### config.mk
export PLATFORM = sky130hd
export DESIGN_NAME = mem_err_unit
export DESIGN_NICKNAME = d
export VERILOG_FILES = /design/src/rtl/mem_err_pkg.sv /design/src/rtl/mem_err_inject.sv /design/src/rtl/mem_err_sbe_count.sv /design/src/rtl/mem_err_capture.sv /design/src/rtl/mem_err_unit.sv
export SDC_FILE = /design/constraint.sdc
export NUM_CORES = 1
export LEC_CHECK = 0
export BUFFER_PORTS_ARGS = -buffer_cell sky130_fd_sc_hd__buf_2
export CAP_MARGIN = 20
export CORE_AREA = 2 2 181 183
export DETAILED_ROUTE_END_ITERATION = 12
export DIE_AREA = 0 0 183 185
export GPL_TIMING_DRIVEN = 0
export PLACE_DENSITY_LB_ADDON = 0.08
export SYNTH_ARGS = -nofsm -noshare
export SYNTH_HDL_FRONTEND = slang
export SYNTH_SLANG_ARGS = --single-unit
### constraint.sdc
create_clock -name clk -period 3.3 [get_ports clk]
set_input_delay 0.66 -clock clk [delete_from_list [all_inputs] [get_ports clk]]
set_output_delay 0.66 -clock clk [all_outputs]
set_load 0.005 [all_outputs]
### src/rtl/mem_err_pkg.sv
package mem_err_pkg;
  localparam int REG_AW  = 4;
  localparam int THR_LSB = 16;

  localparam logic [REG_AW-1:0] A_MASK_HI  = 4'd0;
  localparam logic [REG_AW-1:0] A_MASK_LO  = 4'd1;
  localparam logic [REG_AW-1:0] A_INJ_CTL  = 4'd2;
  localparam logic [REG_AW-1:0] A_DETECT   = 4'd3;
  localparam logic [REG_AW-1:0] A_DISABLE  = 4'd4;
  localparam logic [REG_AW-1:0] A_IRQ_EN   = 4'd5;
  localparam logic [REG_AW-1:0] A_SBE_MGMT = 4'd6;
  localparam logic [REG_AW-1:0] A_CAP_DHI  = 4'd7;
  localparam logic [REG_AW-1:0] A_CAP_DLO  = 4'd8;
  localparam logic [REG_AW-1:0] A_CAP_CHK  = 4'd9;
  localparam logic [REG_AW-1:0] A_CAP_ALO  = 4'd10;
  localparam logic [REG_AW-1:0] A_CAP_AHI  = 4'd11;

  // bit 0: correctable, bit 1: uncorrectable
  typedef struct packed {
    logic mbe;
    logic sbe;
  } err_pair_t;
endpackage

### src/rtl/mem_err_inject.sv
module mem_err_inject #(
  parameter int DW = 64,
  parameter int CW = 16
) (
  input  logic          clk,
  input  logic          rst,
  input  logic          en,
  input  logic [DW-1:0] mask_data,
  input  logic [CW-1:0] mask_chk,
  input  logic          in_valid,
  input  logic [DW-1:0] in_data,
  input  logic [CW-1:0] in_chk,
  output logic          out_valid,
  output logic [DW-1:0] out_data,
  output logic [CW-1:0] out_chk
);
  logic [DW-1:0] flip_d;
  logic [CW-1:0] flip_c;

  always_comb begin
    flip_d = en ? mask_data : '0;
    flip_c = en ? mask_chk  : '0;
  end

  always_ff @(posedge clk) begin
    if (rst) begin
      out_valid <= 1'b0;
      out_data  <= '0;
      out_chk   <= '0;
    end else begin
      out_valid <= in_valid;
      out_data  <= in_data ^ flip_d;
      out_chk   <= in_chk ^ flip_c;
    end
  end
endmodule

### src/rtl/mem_err_sbe_count.sv
module mem_err_sbe_count #(
  parameter int CNT_W = 8
) (
  input  logic             clk,
  input  logic             rst,
  input  logic             ev,
  input  logic             ld,
  input  logic [CNT_W-1:0] ld_val,
  input  logic [CNT_W-1:0] thr,
  output logic [CNT_W-1:0] cnt,
  output logic             hit
);
  logic [CNT_W:0] inc;
  logic [CNT_W:0] eff_thr;

  always_comb begin
    inc     = {1'b0, cnt} + {{CNT_W{1'b0}}, 1'b1};
    eff_thr = (thr == '0) ? {{CNT_W{1'b0}}, 1'b1} : {1'b0, thr};
    hit     = ev && (inc >= eff_thr);
  end

  always_ff @(posedge clk) begin
    if (rst)      cnt <= '0;
    else if (ld)  cnt <= ld_val;
    else if (ev)  cnt <= hit ? '0 : inc[CNT_W-1:0];
  end
endmodule

### src/rtl/mem_err_capture.sv
module mem_err_capture #(
  parameter int DW  = 64,
  parameter int CW  = 16,
  parameter int NCW = 8,
  parameter int AW  = 64
) (
  input  logic          clk,
  input  logic          rst,
  input  logic          take,
  input  logic          bus32,
  input  logic [DW-1:0] data,
  input  logic [CW-1:0] chk,
  input  logic [AW-1:0] addr,
  output logic [DW-1:0] cap_data,
  output logic [CW-1:0] cap_chk,
  output logic [AW-1:0] cap_addr
);
  logic [CW-1:0] keep;

  for (genvar i = 0; i < CW; i++) begin : g_keep
    if (i < NCW) begin : g_low
      assign keep[i] = 1'b1;
    end else begin : g_high
      assign keep[i] = bus32;
    end
  end

  always_ff @(posedge clk) begin
    if (rst) begin
      cap_data <= '0;
      cap_chk  <= '0;
      cap_addr <= '0;
    end else if (take) begin
      cap_data <= data;
      cap_chk  <= chk & keep;
      cap_addr <= addr;
    end
  end
endmodule

### src/rtl/mem_err_unit.sv
module mem_err_unit import mem_err_pkg::*; #(
  parameter int REG_W   = 32,
  parameter int CHK_W   = 16,
  parameter int NCHK_W  = 8,
  parameter int FADDR_W = 64,
  parameter int CNT_W   = 8
) (
  input  logic                 clk,
  input  logic                 rst,
  input  logic                 cfg_bus32,
  input  logic [REG_AW-1:0]    reg_addr,
  input  logic                 reg_wr,
  input  logic                 reg_rd,
  input  logic [REG_W-1:0]     reg_wdata,
  output logic [REG_W-1:0]     reg_rdata,
  input  logic                 wr_valid_in,
  input  logic [2*REG_W-1:0]   wr_data_in,
  input  logic [CHK_W-1:0]     wr_chk_in,
  output logic                 wr_valid_out,
  output logic [2*REG_W-1:0]   wr_data_out,
  output logic [CHK_W-1:0]     wr_chk_out,
  input  logic                 chk_valid,
  input  logic                 chk_sbe,
  input  logic                 chk_mbe,
  input  logic [2*REG_W-1:0]   chk_data,
  input  logic [CHK_W-1:0]     chk_ecc,
  input  logic [FADDR_W-1:0]   chk_addr,
  output logic                 irq
);
  localparam int DATA_W = 2 * REG_W;
  localparam int HALF_A = FADDR_W / 2;

  logic [REG_W-1:0]   mask_hi_q, mask_lo_q;
  logic [CHK_W-1:0]   inj_chk_q;
  logic               inj_en_q;
  err_pair_t          detect_q, dis_q, ien_q;
  err_pair_t          set_v, clr_v;
  logic [CNT_W-1:0]   thr_q, sbe_cnt;
  logic               sbe_ev, sbe_hit, mbe_ev, take, mgmt_ld;
  logic [DATA_W-1:0]  cap_data;
  logic [CHK_W-1:0]   cap_chk;
  logic [FADDR_W-1:0] cap_addr;
  logic [REG_W-1:0]   rd_mux;

  function automatic logic wsel(input logic [REG_AW-1:0] a);
    return reg_wr && (reg_addr == a);
  endfunction

  always_comb begin
    sbe_ev  = chk_valid && chk_sbe && !dis_q.sbe;
    mbe_ev  = chk_valid && chk_mbe && !dis_q.mbe;
    set_v   = '{mbe: mbe_ev, sbe: sbe_hit};
    clr_v   = wsel(A_DETECT) ? err_pair_t'(reg_wdata[1:0]) : '0;
    take    = (detect_q == '0) && (set_v != '0);
    mgmt_ld = wsel(A_SBE_MGMT);
  end

  always_ff @(posedge clk) begin
    if (rst) begin
      mask_hi_q <= '0;
      mask_lo_q <= '0;
      inj_chk_q <= '0;
      inj_en_q  <= 1'b0;
      dis_q     <= '0;
      ien_q     <= '0;
      thr_q     <= '0;
    end else begin
      if (wsel(A_MASK_HI)) mask_hi_q <= reg_wdata;
      if (wsel(A_MASK_LO)) mask_lo_q <= reg_wdata;
      if (wsel(A_INJ_CTL)) begin
        inj_chk_q <= reg_wdata[CHK_W-1:0];
        inj_en_q  <= reg_wdata[CHK_W];
      end
      if (wsel(A_DISABLE)) dis_q <= err_pair_t'(reg_wdata[1:0]);
      if (wsel(A_IRQ_EN))  ien_q <= err_pair_t'(reg_wdata[1:0]);
      if (mgmt_ld)         thr_q <= reg_wdata[THR_LSB +: CNT_W];
    end
  end

  // flags: clear by write-one, set has priority
  always_ff @(posedge clk) begin
    if (rst) detect_q <= '0;
    else     detect_q <= (detect_q & ~clr_v) | set_v;
  end

  always_ff @(posedge clk) begin
    if (rst) irq <= 1'b0;
    else     irq <= |(detect_q & ien_q);
  end

  mem_err_sbe_count #(.CNT_W(CNT_W)) u_cnt (
    .clk    (clk),
    .rst    (rst),
    .ev     (sbe_ev),
    .ld     (mgmt_ld),
    .ld_val (reg_wdata[CNT_W-1:0]),
    .thr    (thr_q),
    .cnt    (sbe_cnt),
    .hit    (sbe_hit)
  );

  mem_err_capture #(.DW(DATA_W), .CW(CHK_W), .NCW(NCHK_W), .AW(FADDR_W)) u_cap (
    .clk      (clk),
    .rst      (rst),
    .take     (take),
    .bus32    (cfg_bus32),
    .data     (chk_data),
    .chk      (chk_ecc),
    .addr     (chk_addr),
    .cap_data (cap_data),
    .cap_chk  (cap_chk),
    .cap_addr (cap_addr)
  );

  mem_err_inject #(.DW(DATA_W), .CW(CHK_W)) u_inj (
    .clk       (clk),
    .rst       (rst),
    .en        (inj_en_q),
    .mask_data ({mask_hi_q, mask_lo_q}),
    .mask_chk  (inj_chk_q),
    .in_valid  (wr_valid_in),
    .in_data   (wr_data_in),
    .in_chk    (wr_chk_in),
    .out_valid (wr_valid_out),
    .out_data  (wr_data_out),
    .out_chk   (wr_chk_out)
  );

  always_comb begin
    rd_mux = '0;
    case (reg_addr)
      A_MASK_HI:  rd_mux = mask_hi_q;
      A_MASK_LO:  rd_mux = mask_lo_q;
      A_INJ_CTL:  begin
        rd_mux[CHK_W-1:0] = inj_chk_q;
        rd_mux[CHK_W]     = inj_en_q;
      end
      A_DETECT:   rd_mux[1:0] = detect_q;
      A_DISABLE:  rd_mux[1:0] = dis_q;
      A_IRQ_EN:   rd_mux[1:0] = ien_q;
      A_SBE_MGMT: begin
        rd_mux[THR_LSB +: CNT_W] = thr_q;
        rd_mux[CNT_W-1:0]        = sbe_cnt;
      end
      A_CAP_DHI:  rd_mux = cap_data[DATA_W-1:REG_W];
      A_CAP_DLO:  rd_mux = cap_data[REG_W-1:0];
      A_CAP_CHK:  rd_mux[CHK_W-1:0] = cap_chk;
      A_CAP_ALO:  rd_mux = REG_W'(cap_addr[HALF_A-1:0]);
      A_CAP_AHI:  rd_mux = REG_W'(cap_addr[FADDR_W-1:HALF_A]);
      default:    rd_mux = '0;
    endcase
  end

  always_ff @(posedge clk) begin
    if (rst)         reg_rdata <= '0;
    else if (reg_rd) reg_rdata <= rd_mux;
  end
endmodule

==> results of run 1 <==
## sequential cells by signal, indices dropped and copies added (netlist names), 8 cells and up
name            count
thr_q               8
mask_lo_q          32
mask_hi_q          32
inj_chk_q          16
u_inj.out_chk      16
u_cap.cap_data     64
u_cap.cap_addr     64
reg_rdata          32
u_cnt.cnt           8
u_inj.out_data     64
u_cap.cap_chk      16
## worst paths after layout
kind                     start                 end  slack (ps)
setup reg to reg  u_cnt.cnt[5]  u_cap.cap_addr[20]         110
setup / recovery  u_cnt.cnt[5]  u_cap.cap_addr[20]         110
hold reg to reg   reg_rdata[2]        reg_rdata[2]         460
hold / removal     wr_valid_in     u_inj.out_valid         340
## power by group
group	leakage [nW]	switching (mW)	internal (mW)
sequential	2.96	0.185	4.64
combinational	3.97	0.626	0.495
clock	0.612	1.78	2.49
total	7.54	2.59	7.62
## cell families after synthesis
logic type      Yosys count  share of synthesized area [%]
simple gates            488                           14.5
xor+xnor                 86                           5.31
compound gates          422                           22.3
flops                   361                           50.9
fa+ha+maj                 9                          0.794
mux                      25                           2.11
buf+inv                 142                           4.05
## stage by stage
step	setup slack, ps	cells	hold slack [ps]
after floorplan	342	1533	435
after global placement	-754	2318	449
after detailed placement	-781	2319	438
after CTS	7.74	2392	330
after global routing	24.2	2398	337
final	109	2399	341
## repair_timing
action,in CTS,in global routing
resized for setup,22,43
hold buffers,0,0
pin swaps,3,3
cloned,0,0
setup buffers,4,1
endpoints found under the setup margin,144,140
## cell type report
class                           instances  area [sq um]  area share [%]
Antenna cell                            5          12.5          0.0692
Buffer                                125           577            3.19
Clock buffer                           63          1200            6.63
Clock inverter                          6          43.8           0.242
Inverter                               17          63.8           0.353
Multi-Input combinational cell       1030          6480            35.9
Sequential cell                       361          7240            40.1
Tap cell                              408           510            2.82
Timing Repair Buffer                  384          1940            10.7
## metal layers
layer | global-route usage (%) | up-vias | share of wire [%]
met4 | 13.6 | 0 | 4.4
met3 | 6.04 | 138 | 8.1
met5 | 0 | - | 0
met1 | 38.9 | 6435 | 40
li1 | - | 6304 | -
met2 | 53.0 | 657 | 47
## critical path: stages, from the launching register on
cell      delay, ps
dfxtp_1         540
nand3_2         210
xor2_2          240
inv_1            60
ha_1            300
a21o_1          220
a221oi_4        330
o21ai_4         130
a211o_1         280
buf_6           170
buf_6           160
clkbuf_4        190
a22o_1          250
## placed cells by master (no fill, tap or decap), drive strengths merged, types with 11 or more instances in the layout
cell / netlist / routed
a21oi: 105 / 105
a222oi: 13 / 13
a22o: 168 / 168
a22oi: 58 / 58
and3: 16 / 16
buf: 27 / 410
clkbuf: 98 / 162
dfxtp: 361 / 361
inv: 17 / 20
mux2i: 13 / 13
nand2: 287 / 287
nand3: 26 / 26
nor2: 108 / 108
o21ai: 17 / 17
o22ai: 11 / 11
xor2: 84 / 84
==> flow_summary.yaml, run 1 <==
synthesis:
  synth_cells: 1533
  synth.area.top_cells: "dfxtp_1 51%, a22o_1 10%, nand2_1 7.6%"
  ys_ff_latch: 361
  synthTopCellsByCount: "361 x dfxtp_1, 287 x nand2_1, 168 x a22o_1"
  avgSynthCellArea_sq_um: 9.26
  synth_top_area_share_pct: 50.9
  syn_area_sq_um: 14200
  seq_area_frac_synth_pct: 50.9
  synth.most_common_cell: "dfxtp_1"
  yosys.area.top_type: "dfxtp_1"
  yosysWarningCount: 0
  ys.flop_type: "dfxtp_1"
  syn_nets: 1811
  synth_cell_types: 59
  synth_edf_count: 0
  async_reset_ff_share_pct: 0
worst_setup_path:
  worstPathRequired_ps: 3720
  cp-start-kind: "register"
  path_class: "reg2reg"
  critical_path_arrival_ps: 3610
  cp-end-kind: "register"
  r2r_cells: 12
  path_max_fanout: 10
timing:
  finalSetupViolCount: 0
  relSlewSlack_pct: 34.8
  fmax_mhz: 313
  timing.setup.tns_ps: 0
  rsz0062_at_grt: "no"
  fin_skew_ps: 23.8
  hold_viol: 0
  period_minus_slack_ps: 3190
  tightest_slew_ps: 972
  finalCritPeriodShare_pct: 96.7
  report.final.slew_viol_count: 0
routing:
  ant_nets: 0
  drc_errors: 0
  drt-total-wl_um: 55000
  via_count: 13534
  first_pass_iters: 6
  vias_per_cell: 5.64
  wl_per_cell_um: 22.9
  first_iter_violations: 1169
placed_design:
  gp_congestion: 0.970
  port_buffers: 377
  dpl_cell_area_sq_um: 16600
  dp_hpwl_um: 42000
final_layout:
  nets: 2237
  area_growth_pct: 27.4
  fillers: 3045
  drive_gt1_share_pct: 25.4
  stdcell_area_sq_um: 18100
  postLayoutCoreUtil_pct: 56.4
global_route:
  grt_antenna_before_repair: 5
  grt_max_degree: 13
  grt_overflow: 0
  grt_pass1_vias: 12997
  grt_pass1_wl_um: 78900
  grt_usage_pct: 31.3
pwr:
  cellPowerDensity_nw_per_um2: 565
  vdd_ir_drop_max_uv: 352
  p_leak_nw: 7.54
  total_power_mw: 10.2
cts:
  clk_latency_ps: 540
  cts_tree: "yes"
  clkSinkCount: 361
  cts_inserted_buffers: 40
  clock_path_buffers: 3
  htreeDepth: 2
  root_buffer: "clkbuf_16"
  path_clk_slew_ps: 60
floorplanning:
  chipWidth_um: 183
  core_area_sq_um: 32000
  io-pin-count: 383
  initial_core_util_pct: 44.3
  die_area_sq_um: 33900
  die_h_um: 185
  row_count: 66
min_path:
  hold_path.class: "in2reg"
  hold_depth: 2
run_status:
  status: "completed"
job:
  drv_cap: 0
(Power assumes the default switching activity.)
==> inputs of run 2 (changes only) <==
==> constraint.sdc (replaced) <==
create_clock -name clk -period 3.35 [get_ports clk]
set_input_delay 0.67 -clock clk [delete_from_list [all_inputs] [get_ports clk]]
set_output_delay 0.67 -clock clk [all_outputs]
set_load 0.005 [all_outputs]
==> flow_summary.yaml, run 2 (synthesis gave the netlist of run 1 again) <==
global_route:
  grt_pass1_vias: 12983
  grt_overflow: 0
  grt_usage_pct: 31.3
  grt_pass1_wl_um: 78900
  grt_max_degree: 13
  grt_antenna_before_repair: 5
timing:
  hold_viol: 0
  fin_skew_ps: 22.4
  rsz0062_at_grt: "no"
  finalCritPeriodShare_pct: 96.8
  finalWorstSetupSlack_ps: 108
  finalSetupViolCount: 0
  relSlewSlack_pct: 37.2
  tightest_slew_ps: 937
  fmax_mhz: 308
  period_minus_slack_ps: 3240
  report.final.slew_viol_count: 0
worst_setup_path:
  cp_common_cell: "buf_6"
  worstPathRequired_ps: 3770
  cp-end-kind: "register"
  critical_path_arrival_ps: 3660
  cp-start-kind: "register"
  r2r_cells: 13
  setup.worst_path.start: "u_cnt.cnt[0]"
  path_class: "reg2reg"
  r2r-end: "u_cap.cap_addr[12]"
  ff2ff_setup_slack_ps: 110
  cp_cell_sequence: "ha_2 -> nand3_2 -> xor2_2 -> inv_1 -> ha_1 -> a21o_1 -> a221oi_4 -> o21ai_4 -> a211o_1 -> buf_6 -> buf_6 -> buf_4 -> a22o_1"
  critPathMaxStageDelay_ps: 420
  path_max_fanout: 10
  cpMaxStageDelayCell: "dfxtp_2"
  r2r-start: "u_cnt.cnt[0]"
floorplanning:
  die_area_sq_um: 33900
  io-pin-count: 383
  chipWidth_um: 183
  initial_core_util_pct: 44.3
  die_h_um: 185
  core_area_sq_um: 32000
  row_count: 66
cts:
  cts_inserted_buffers: 40
  cts_tree: "yes"
  clk_latency_ps: 530
  root_buffer: "clkbuf_16"
  path_clk_slew_ps: 60
  clock_path_buffers: 3
  htreeDepth: 2
  clkSinkCount: 361
routing:
  drc_errors: 0
  ant_nets: 0
  first_pass_iters: 5
  via_count: 13577
  wl_per_cell_um: 22.9
  vias_per_cell: 5.66
  drt-total-wl_um: 54900
  first_iter_violations: 1246
min_path:
  hold_path.class: "in2reg"
  hold_end: "u_inj.out_valid"
  hold_depth: 2
  min_from: "wr_valid_in"
pwr:
  cellPowerDensity_nw_per_um2: 557
  p_leak_nw: 7.54
  vdd_ir_drop_max_uv: 342
final_layout:
  nets: 2236
  drive_gt1_share_pct: 25.3
  mostFrequentLayoutCells: "384 x buf_2, 356 x dfxtp_1, 287 x nand2_1"
  area_growth_pct: 27.3
  final_common_cell: "buf_2"
  fillers: 3044
  stdcell_count: 2399
  largestRegisters: "u_cap.cap_addr: 64 flops, u_cap.cap_data: 64 flops, u_inj.out_data: 64 flops"
placed_design:
  dp_cells: 2319
  gp_congestion: 0.970
  port_buffers: 377
  dpl_worst_slack_ps: -731
  dp_hpwl_um: 42000
run_status:
  status: "completed"
job:
  drv_cap: 0
==> run 2: changes by cell type in the layout (fill, tap and decap cells not counted), sizes merged <==
cell	change
diode	+1
clkbuf	-5
buf	+4
==> run 2: worst max path at each step <==
stage,endpoint,depth (start not counted)
after floorplan,u_cap.cap_addr[10],14
after global placement,u_cap.cap_addr[12],12
after detailed placement,u_cap.cap_addr[7],13
after CTS,u_cap.cap_addr[48],14
after global routing,u_cap.cap_addr[62],13
final,u_cap.cap_addr[12],13
==> run 2: critical path, delay by kind of cell (launching register included) <==
kind	cells	cell delay, ps
AO/OA/AOI/OAI	5	1220
XOR/XNOR	1	230
adder cells (fa/ha/maj)	2	550
buffers and inverters	4	580
flip-flops	1	420
AND/OR/NAND/NOR	1	150
==> run 2: where the power goes <==
group / switching, mW / total, mW / internal [mW]
Combinational: 0.619 / 1.11 / 0.491
Sequential: 0.182 / 4.75 / 4.57
Clock: 1.75 / 4.20 / 2.45
==> run 2: metrics by stage <==
| stage | total power, mW | setup TNS [ps] | util, % | cell area [sq um] | hold WS, ps |
|---|---|---|---|---|---|
| floorplan | 5.34 | 0 | - | 14200 | 435 |
| global placement | 5.86 | -86700 | 51.8 | 16600 | 449 |
| detailed placement | 5.88 | -94740 | 51.8 | 16600 | 438 |
| CTS | 10.0 | 0 | 55.9 | 17900 | 340 |
| global route | 10.4 | 0 | 56.4 | 18100 | 347 |
| finish | 10.1 | 0 | 56.4 | 18100 | 351 |
==> run 2: layer usage <==
metal / wire length (um) / vias up / share of wire [%] / GRT usage, %
met5: 0 / - / 0 / 0
met4: 2490 / 0 / 4.5 / 13.6
met3: 4270 / 132 / 7.8 / 6.04
met2: 26100 / 656 / 47 / 53.0
met1: 22100 / 6476 / 40 / 38.8
li1: - / 6313 / - / -
==> run 2: cell type report <==
cell class | instances | area (sq um) | area share [%]
multi-input combinational | 1030 | 6470 | 35.8
clock buffer | 63 | 1200 | 6.63
clock inverter | 6 | 43.8 | 0.242
buffer | 124 | 582 | 3.22
timing repair buffer | 384 | 1940 | 10.8
tap | 408 | 510 | 2.83
sequential | 361 | 7240 | 40.1
antenna | 6 | 15.0 | 0.0831
inverter | 17 | 63.8 | 0.353
==> run 2: timing repair <==
item	4_1_cts	5_1_grt
pin swaps	1	3
resized for setup	22	44
cloned	0	0
endpoints found under the setup margin	144	140
hold buffers	0	0
setup buffers	3	2
